[config.mk]
export PLATFORM = sky130hd
export DESIGN_NAME = hash_ctrl_seq
export DESIGN_NICKNAME = d
export VERILOG_FILES = /design/src/rtl/hcs_pkg.sv /design/src/rtl/hcs_datapath.sv /design/src/rtl/hcs_control.sv /design/src/rtl/hash_ctrl_seq.sv
export SDC_FILE = /design/constraint.sdc
export NUM_CORES = 2
export LEC_CHECK = 0
export ABC_CLOCK_PERIOD_IN_PS = 6600
export BUFFER_PORTS_ARGS = -buffer_cell sky130_fd_sc_hd__buf_2
export CAP_MARGIN = 20
export CELL_PAD_IN_SITES_DETAIL_PLACEMENT = 1
export CELL_PAD_IN_SITES_GLOBAL_PLACEMENT = 2
export CORE_MARGIN = 2
export CORE_UTILIZATION = 41
export CTS_BUF_LIST = sky130_fd_sc_hd__clkbuf_8
export CTS_CLUSTER_DIAMETER = 40
export DETAILED_ROUTE_END_ITERATION = 10
export MAX_ROUTING_LAYER = met4
export PLACE_DENSITY_LB_ADDON = 0.05
export REMOVE_ABC_BUFFERS = 1
export SYNTH_ARGS = -nofsm -noshare
export SYNTH_HDL_FRONTEND = slang
export SYNTH_SLANG_ARGS = --single-unit
[constraint.sdc]
create_clock -name clk -period 6.6 [get_ports clk]
set_input_delay 0.33 -clock clk [delete_from_list [all_inputs] [get_ports clk]]
set_output_delay 0.33 -clock clk [all_outputs]
set_load 0.02 [all_outputs]
[src/rtl/hcs_pkg.sv]
package hcs_pkg;
  localparam int DW      = 32;
  localparam int WORDS   = 16;
  localparam int BLK_W   = DW * WORDS;
  localparam int DIG_W   = 160;
  localparam int MD_DIG_W = 128;
  localparam int WIDX_W  = $clog2(WORDS);
  localparam int AW      = WIDX_W + 1;
  localparam int SHA_WORDS = DIG_W / DW;
  localparam int MD_WORDS  = MD_DIG_W / DW;
  localparam int SHA_LEN = BLK_W + DIG_W;
  localparam int MD_LEN  = BLK_W + MD_DIG_W;

  localparam int ADDR_CTRL = 0;
  localparam int ADDR_STAT = 1;
  localparam int ADDR_DIG0 = 2;
  localparam int ADDR_MSG0 = WORDS;

  localparam logic [DW-1:0] INNER_PAD = {(DW/8){8'h36}};
  localparam logic [DW-1:0] OUTER_PAD = {(DW/8){8'h5C}};

  // control bit n lives at bus bit DW-1-n
  localparam int B_AUTO  = DW - 1 - 20;
  localparam int B_OUTER = DW - 1 - 21;
  localparam int B_INNER = DW - 1 - 22;
  localparam int B_MD5   = DW - 1 - 24;
  localparam int B_MD4   = DW - 1 - 25;
  localparam int B_RST   = DW - 1 - 26;
  localparam int B_IE    = DW - 1 - 27;
  localparam int B_GO    = DW - 1 - 28;
  localparam int B_SWAP  = DW - 1 - 29;
  localparam int B_STEP  = DW - 1 - 30;

  typedef enum logic [1:0] {ALG_SHA1 = 2'd0, ALG_MD5 = 2'd1, ALG_MD4 = 2'd2} algo_t;
  typedef enum logic [1:0] {PAD_NONE, PAD_INNER, PAD_OUTER} pad_t;

  typedef struct packed {
    logic              clearAll;
    logic              wrEn;
    logic [WIDX_W-1:0] wrIdx;
    logic [DW-1:0]     wrData;
    pad_t              pad;
    logic              fillSel;
    logic              runSel;
    logic              newFill;
    logic              loadDigest;
    algo_t             algo;
  } dpStrobe_t;
endpackage

[src/rtl/hcs_datapath.sv]
module hcs_datapath
  import hcs_pkg::*;
(
  input  logic             clk,
  input  logic             rstN,
  input  dpStrobe_t        stb,
  input  logic [DIG_W-1:0] digest,
  output logic [BLK_W-1:0] blockOut,
  output logic             fillFull
);
  logic [DW-1:0]    mem  [2][WORDS];
  logic [WORDS-1:0] mask [2];
  logic [DW-1:0]    copyBlk [WORDS];
  logic [DW-1:0]    padMask;

  always_comb begin
    case (stb.pad)
      PAD_INNER: padMask = INNER_PAD;
      PAD_OUTER: padMask = OUTER_PAD;
      default:   padMask = '0;
    endcase
  end

  // digest block with closing pad and total length
  always_comb begin
    for (int i = 0; i < WORDS; i++) begin
      copyBlk[i] = '0;
      if (stb.algo == ALG_SHA1) begin
        if (i < SHA_WORDS)       copyBlk[i] = digest[DIG_W-1-DW*i -: DW];
        else if (i == SHA_WORDS) copyBlk[i] = 32'h8000_0000;
        else if (i == WORDS-1)   copyBlk[i] = DW'(SHA_LEN);
      end else begin
        if (i < MD_WORDS)        copyBlk[i] = digest[DIG_W-1-DW*i -: DW];
        else if (i == MD_WORDS)  copyBlk[i] = 32'h0000_0080;
        else if (i == WORDS-2)   copyBlk[i] = DW'(MD_LEN);
      end
    end
  end

  always_ff @(posedge clk or negedge rstN) begin
    if (!rstN) begin
      for (int b = 0; b < 2; b++) begin
        mask[b] <= '0;
        for (int i = 0; i < WORDS; i++) mem[b][i] <= '0;
      end
    end else if (stb.clearAll) begin
      for (int b = 0; b < 2; b++) begin
        mask[b] <= '0;
        for (int i = 0; i < WORDS; i++) mem[b][i] <= '0;
      end
    end else begin
      if (stb.loadDigest) begin
        for (int i = 0; i < WORDS; i++) mem[stb.fillSel][i] <= copyBlk[i];
        mask[stb.fillSel] <= '1;
      end else if (stb.wrEn) begin
        mem[stb.fillSel][stb.wrIdx]  <= stb.wrData ^ padMask;
        mask[stb.fillSel][stb.wrIdx] <= 1'b1;
      end
      if (stb.newFill) mask[~stb.fillSel] <= '0;
    end
  end

  for (genvar g = 0; g < WORDS; g++) begin : g_out
    assign blockOut[BLK_W-1-DW*g -: DW] = mem[stb.runSel][g];
  end

  assign fillFull = &mask[stb.fillSel];
endmodule

[src/rtl/hcs_control.sv]
module hcs_control
  import hcs_pkg::*;
(
  input  logic             clk,
  input  logic             rstN,
  input  logic             busWr,
  input  logic [AW-1:0]    busAddr,
  input  logic [DW-1:0]    busWdata,
  output logic [DW-1:0]    busRdata,
  input  logic             fillFull,
  input  logic             engDone,
  input  logic [DIG_W-1:0] engDigest,
  output logic             engStart,
  output logic             engInit,
  output algo_t            engAlgo,
  output logic             engRound,
  output logic             engAbort,
  output logic             irq,
  output dpStrobe_t        stb
);
  logic autoGo, outerPad, innerPad, selMd5, selMd4, intEn, swapOut, stepMode;
  logic irqStat, stepPulse, busy, firstBlk, fillIdx, runIdx;
  logic [1:0] ready;

  logic ctrlWr, statWr, msgWr, softRst, goNow;
  logic startNow, copyNow, markNow, doneNow;
  algo_t algo;

  assign ctrlWr  = busWr && int'(busAddr) == ADDR_CTRL;
  assign statWr  = busWr && int'(busAddr) == ADDR_STAT;
  assign msgWr   = busWr && int'(busAddr) >= ADDR_MSG0 && int'(busAddr) < ADDR_MSG0 + WORDS;
  assign softRst = ctrlWr && busWdata[B_RST];
  assign goNow   = ctrlWr && busWdata[B_GO] && !softRst;

  assign algo = selMd5 ? ALG_MD5 : (selMd4 ? ALG_MD4 : ALG_SHA1);

  assign startNow = !busy && ready[runIdx] && !softRst;
  assign copyNow  = startNow && outerPad && !ready[fillIdx];
  assign markNow  = !softRst && !ready[fillIdx] &&
                    (copyNow || goNow || (fillFull && (autoGo || busy)));
  assign doneNow  = busy && engDone && !softRst;

  always_ff @(posedge clk or negedge rstN) begin
    if (!rstN) begin
      {autoGo, outerPad, innerPad, selMd5, selMd4, intEn, swapOut, stepMode} <= '0;
      {irqStat, stepPulse, busy, fillIdx, runIdx} <= '0;
      ready    <= '0;
      firstBlk <= 1'b1;
    end else if (softRst) begin
      {autoGo, outerPad, innerPad, selMd5, selMd4, intEn, swapOut, stepMode} <= '0;
      {irqStat, stepPulse, busy, fillIdx, runIdx} <= '0;
      ready    <= '0;
      firstBlk <= 1'b1;
    end else begin
      stepPulse <= ctrlWr && busWdata[B_STEP];
      if (ctrlWr) begin
        autoGo   <= busWdata[B_AUTO];
        outerPad <= busWdata[B_OUTER];
        innerPad <= busWdata[B_INNER];
        selMd5   <= busWdata[B_MD5];
        selMd4   <= busWdata[B_MD4];
        intEn    <= busWdata[B_IE];
        swapOut  <= busWdata[B_SWAP];
        stepMode <= busWdata[B_STEP];
      end
      if (doneNow) begin
        outerPad <= 1'b0;
        innerPad <= 1'b0;
      end
      if (doneNow)     irqStat <= 1'b1;
      else if (statWr) irqStat <= 1'b0;
      if (startNow) begin
        busy     <= 1'b1;
        firstBlk <= 1'b0;
      end
      if (doneNow) begin
        busy          <= 1'b0;
        ready[runIdx] <= 1'b0;
        runIdx        <= ~runIdx;
      end
      if (markNow) begin
        ready[fillIdx] <= 1'b1;
        fillIdx        <= ~fillIdx;
      end
    end
  end

  assign engStart = startNow;
  assign engInit  = firstBlk || outerPad;
  assign engAlgo  = algo;
  assign engRound = busy && (!stepMode || stepPulse);
  assign engAbort = softRst;
  assign irq      = irqStat && intEn;

  always_comb begin
    stb            = '0;
    stb.clearAll   = softRst;
    stb.wrEn       = msgWr && !ready[fillIdx] && !markNow && !softRst;
    stb.wrIdx      = busAddr[WIDX_W-1:0];
    stb.wrData     = busWdata;
    stb.pad        = outerPad ? PAD_OUTER : (innerPad ? PAD_INNER : PAD_NONE);
    stb.fillSel    = fillIdx;
    stb.runSel     = runIdx;
    stb.newFill    = markNow;
    stb.loadDigest = copyNow;
    stb.algo       = algo;
  end

  always_comb begin
    busRdata = '0;
    if (int'(busAddr) == ADDR_CTRL) begin
      busRdata[B_AUTO]  = autoGo;
      busRdata[B_OUTER] = outerPad;
      busRdata[B_INNER] = innerPad;
      busRdata[B_MD5]   = selMd5;
      busRdata[B_MD4]   = selMd4;
      busRdata[B_IE]    = intEn;
      busRdata[B_SWAP]  = swapOut;
      busRdata[B_STEP]  = stepMode;
    end else if (int'(busAddr) == ADDR_STAT) begin
      busRdata[0] = irqStat;
    end else begin
      for (int k = 0; k < SHA_WORDS; k++) begin
        if (int'(busAddr) == ADDR_DIG0 + k) begin
          busRdata = engDigest[DIG_W-1-DW*k -: DW];
          if (swapOut) busRdata = {<<8{busRdata}};
        end
      end
    end
  end
endmodule

[src/rtl/hash_ctrl_seq.sv]
module hash_ctrl_seq
  import hcs_pkg::*;
(
  input  logic             clk,
  input  logic             rstN,
  input  logic             busWr,
  input  logic [AW-1:0]    busAddr,
  input  logic [DW-1:0]    busWdata,
  output logic [DW-1:0]    busRdata,
  output logic             engStart,
  output logic             engInit,
  output logic [1:0]       engAlgo,
  output logic [BLK_W-1:0] engBlock,
  output logic             engRound,
  input  logic             engDone,
  output logic             engAbort,
  input  logic [DIG_W-1:0] engDigest,
  output logic             irq
);
  dpStrobe_t stb;
  logic      fillFull;
  algo_t     algo;

  hcs_control u_control (
    .clk(clk), .rstN(rstN), .busWr(busWr), .busAddr(busAddr), .busWdata(busWdata),
    .busRdata(busRdata), .fillFull(fillFull), .engDone(engDone), .engDigest(engDigest),
    .engStart(engStart), .engInit(engInit), .engAlgo(algo), .engRound(engRound),
    .engAbort(engAbort), .irq(irq), .stb(stb)
  );

  hcs_datapath u_datapath (
    .clk(clk), .rstN(rstN), .stb(stb), .digest(engDigest),
    .blockOut(engBlock), .fillFull(fillFull)
  );

  assign engAlgo = algo;
endmodule

==> qor.txt <==
First-pass DRT Iterations -> 5
Register name with the most flops -> u_datapath.mem
Area delta synth->final -> 21.5%
Num ports -> 752
FF-to-FF Start -> u_control.runIdx
Final #Nets -> 6615
Power per Cell Area -> 346 nW/um2
Vias per cell -> 6.29
Core Area -> 137000 um2
Warnings, synthesis -> 0
TritonCTS clock tree -> yes
Seq/Total Area, Yosys -> 0.476
Synthesized flop and latch total -> 1072
Sum Neg Setup Slack -> 0 ns
Initial Util -> 0.411
FFs w/ async S/R, synth -> 1.00
Placed Area -> 62000 um2
RSZ-0062 raised after global routing -> no
Max H-tree Level -> 4
Final min period -> 4.71 ns
Cell variety after synth -> 76
Dpl cells -> 7817
Share of layout cells above drive strength 1 -> 0.295
Worst slew pin tran -> 1.25 ns
Worst slack, placed -> 1.97 ns
Worst setup margin -> 1.89 ns
Finished Layout Cells -> 8409
Global route overflow -> 0
# Max-Cap Violations -> 0
Die width -> 375 um
Inserted Clock Buffers -> 210
Antenna violations before repair -> 28
Worst vdd ir -> 0.310 mV
Critical path startpoint category -> flip-flop
Total GRT Usage -> 0.395
Worst setup EP type -> output pin
Status -> completed
DR vias -> 52.9k
Number of synthesized flops with an enable pin -> 0
Max-slew violations -> 0
Worst skew pair latency -> 0.97 ns
Top cell type's share of synthesized area -> 0.476
Most frequent cell after synthesis -> dfrtp_1
Die area -> 140000 um2
Hold Path Class -> input port to async pin
Drt wl/cell -> 32.8 um
PostCTS Resize Cnt -> 0
Mapped cell area -> 56300 um2
Top cells by area, synth -> dfrtp_1 48%, mux2_2 11%, o22a_1 4.4%
Crit path max fanout -> 143
Global-route wire length before repair -> 392000 um
Clock transition at path regs -> 0.06 ns
Max clock buf depth -> 3
TritonCTS Sinks -> 1072
Worst Path Required -> 6.27 ns
Worst R2R End -> u_datapath.mem[568]
# port buffers -> 751
Register-to-register path setup slack -> 1.95 ns
Largest net degree at the start of global routing -> 179
Biggest regs -> u_datapath.mem x1024, u_datapath.mask x32, u_control.ready x2
Global placer's final weighted congestion -> 0.926
Syn Inst Count -> 5713
Routed WL -> 276000 um
Vert. Die Dim -> 375 um
Post-CTS Setup Inserts -> 0
Clock Skew -> 0.0553 ns
Slew HR -> 0.147
Number of global-route vias before repair -> 53.3k
Worst EP arrival -> 4.38 ns
CTS root buffer -> clkbuf_8
HPWL Detailed -> 177000 um
Final instance area -> 68400 um2
Final setup violation count -> 0
Post-Syn Area per Cell -> 9.86 um2
DRT iter0 DRCs -> 5358
Top_reg_cell synth -> dfrtp_1
Site Rows -> 136
DRC Markers -> 0
Top post-synthesis cells by count -> 1071 x dfrtp_1, 553 x nand2_1, 526 x mux2_2, 518 x nor2_1, 471 x a21oi_1
Final Hold Viols -> 0
Area leader, netlist -> dfrtp_1
Hold_buf cts -> 177
Fmax -> 212 MHz
WS Path Type -> flip-flop to output pin
Max FFs per register -> 1024
Leakage -> 31.5 nW
R2R cell count -> 6
Post-layout util -> 0.500
Tcrit/Tclk final -> 0.714
Routed Antenna Nets -> 0
[area by class of cell]
class	count	area (um2)
inverter	6	22.5
tap	1794	2240
fill	15283	68500
multi-input combinational	4007	27500
sequential	1072	26800
clock inverter	116	910
clock buffer	267	3670
antenna	30	75.1
timing repair buffer	1117	7210
[critical path, cell delays in order (launching register included)]
cell and delay [ns]:
dfrtp_4 1.08, buf_12 0.64, buf_4 0.92, mux2_2 0.46, buf_2 0.17
[logic make-up after synthesis]
group,after synthesis,share of synthesized area
multiplexers,613,0.122
flip-flops,1072,0.476
AO/OA/AOI/OAI,2023,0.247
XOR/XNOR,43,0.00668
buffers and inverters,634,0.0489
AND/OR/NAND/NOR,1328,0.0992
[routing by layer]
metal / up-vias / part of all wire / global-route usage / wire length, um
li1: 22403 / - / - / -
met2: 2460 / 0.46 / 0.594 / 126000
met1: 27349 / 0.41 / 0.510 / 114000
met3: 650 / 0.073 / 0.0701 / 20200
met4: 0 / 0.057 / 0.203 / 15700
met5: - / 0 / - / 0
[stage by stage]
stage | hold slack (ns) | power, mW
2_1_floorplan | 0.0344 | 12.4
3_3_place_gp | 0.425 | 16.1
3_5_place_dp | 0.447 | 16.2
4_1_cts | 0.00839 | 23.7
5_1_grt | 0.0675 | 24.4
6_report | 0.0806 | 23.6
[placed cells by master (no fill, tap or decap), types with 16 or more instances in the layout]
| cell | count |
|---|---|
| o21ai_1 | 20 |
| nor2_2 | 18 |
| diode_2 | 30 |
| a32o_1 | 18 |
| nand3_1 | 56 |
| inv_1 | 62 |
| a21oi_1 | 464 |
| clkinv_2 | 23 |
| nand2_1 | 552 |
| a221oi_1 | 33 |
| and3_1 | 24 |
| buf_2 | 750 |
| a211oi_1 | 33 |
| a2bb2oi_1 | 72 |
| nor3_1 | 97 |
| dfrtp_1 | 1068 |
| nor2_1 | 498 |
| buf_12 | 16 |
| clkbuf_8 | 267 |
| mux2_2 | 526 |
| a31oi_1 | 40 |
| a22oi_1 | 171 |
| a22o_1 | 195 |
| mux2i_1 | 81 |
| o31a_1 | 16 |
| o22a_1 | 280 |
| o31ai_1 | 195 |
| buf_4 | 165 |
| xnor2_2 | 32 |
| dlygate4sd3_1 | 177 |
| o21ai_0 | 369 |
| o22ai_1 | 17 |
[power breakdown]
group          total (mW)  internal (mW)  switching (mW)
Clock                7.33           4.12            3.22
Combinational        7.92           3.01            4.92
Sequential           8.39           7.66           0.731
[worst max path at each step]
stage	start	to	slack (ns)	cells past startpoint
2_1_floorplan	u_control.runIdx	u_datapath.mem[352]	-17.63	6
3_3_place_gp	u_control.runIdx	u_datapath.mem[24]	2.08	6
3_5_place_dp	u_control.runIdx	u_datapath.mem[24]	1.97	6
4_1_cts	u_control.runIdx	engBlock[127]	1.73	4
5_1_grt	u_control.runIdx	engBlock[249]	1.72	4
6_report	u_control.runIdx	engBlock[109]	1.89	4
No activity file was read; power rests on OpenSTA's default activity.
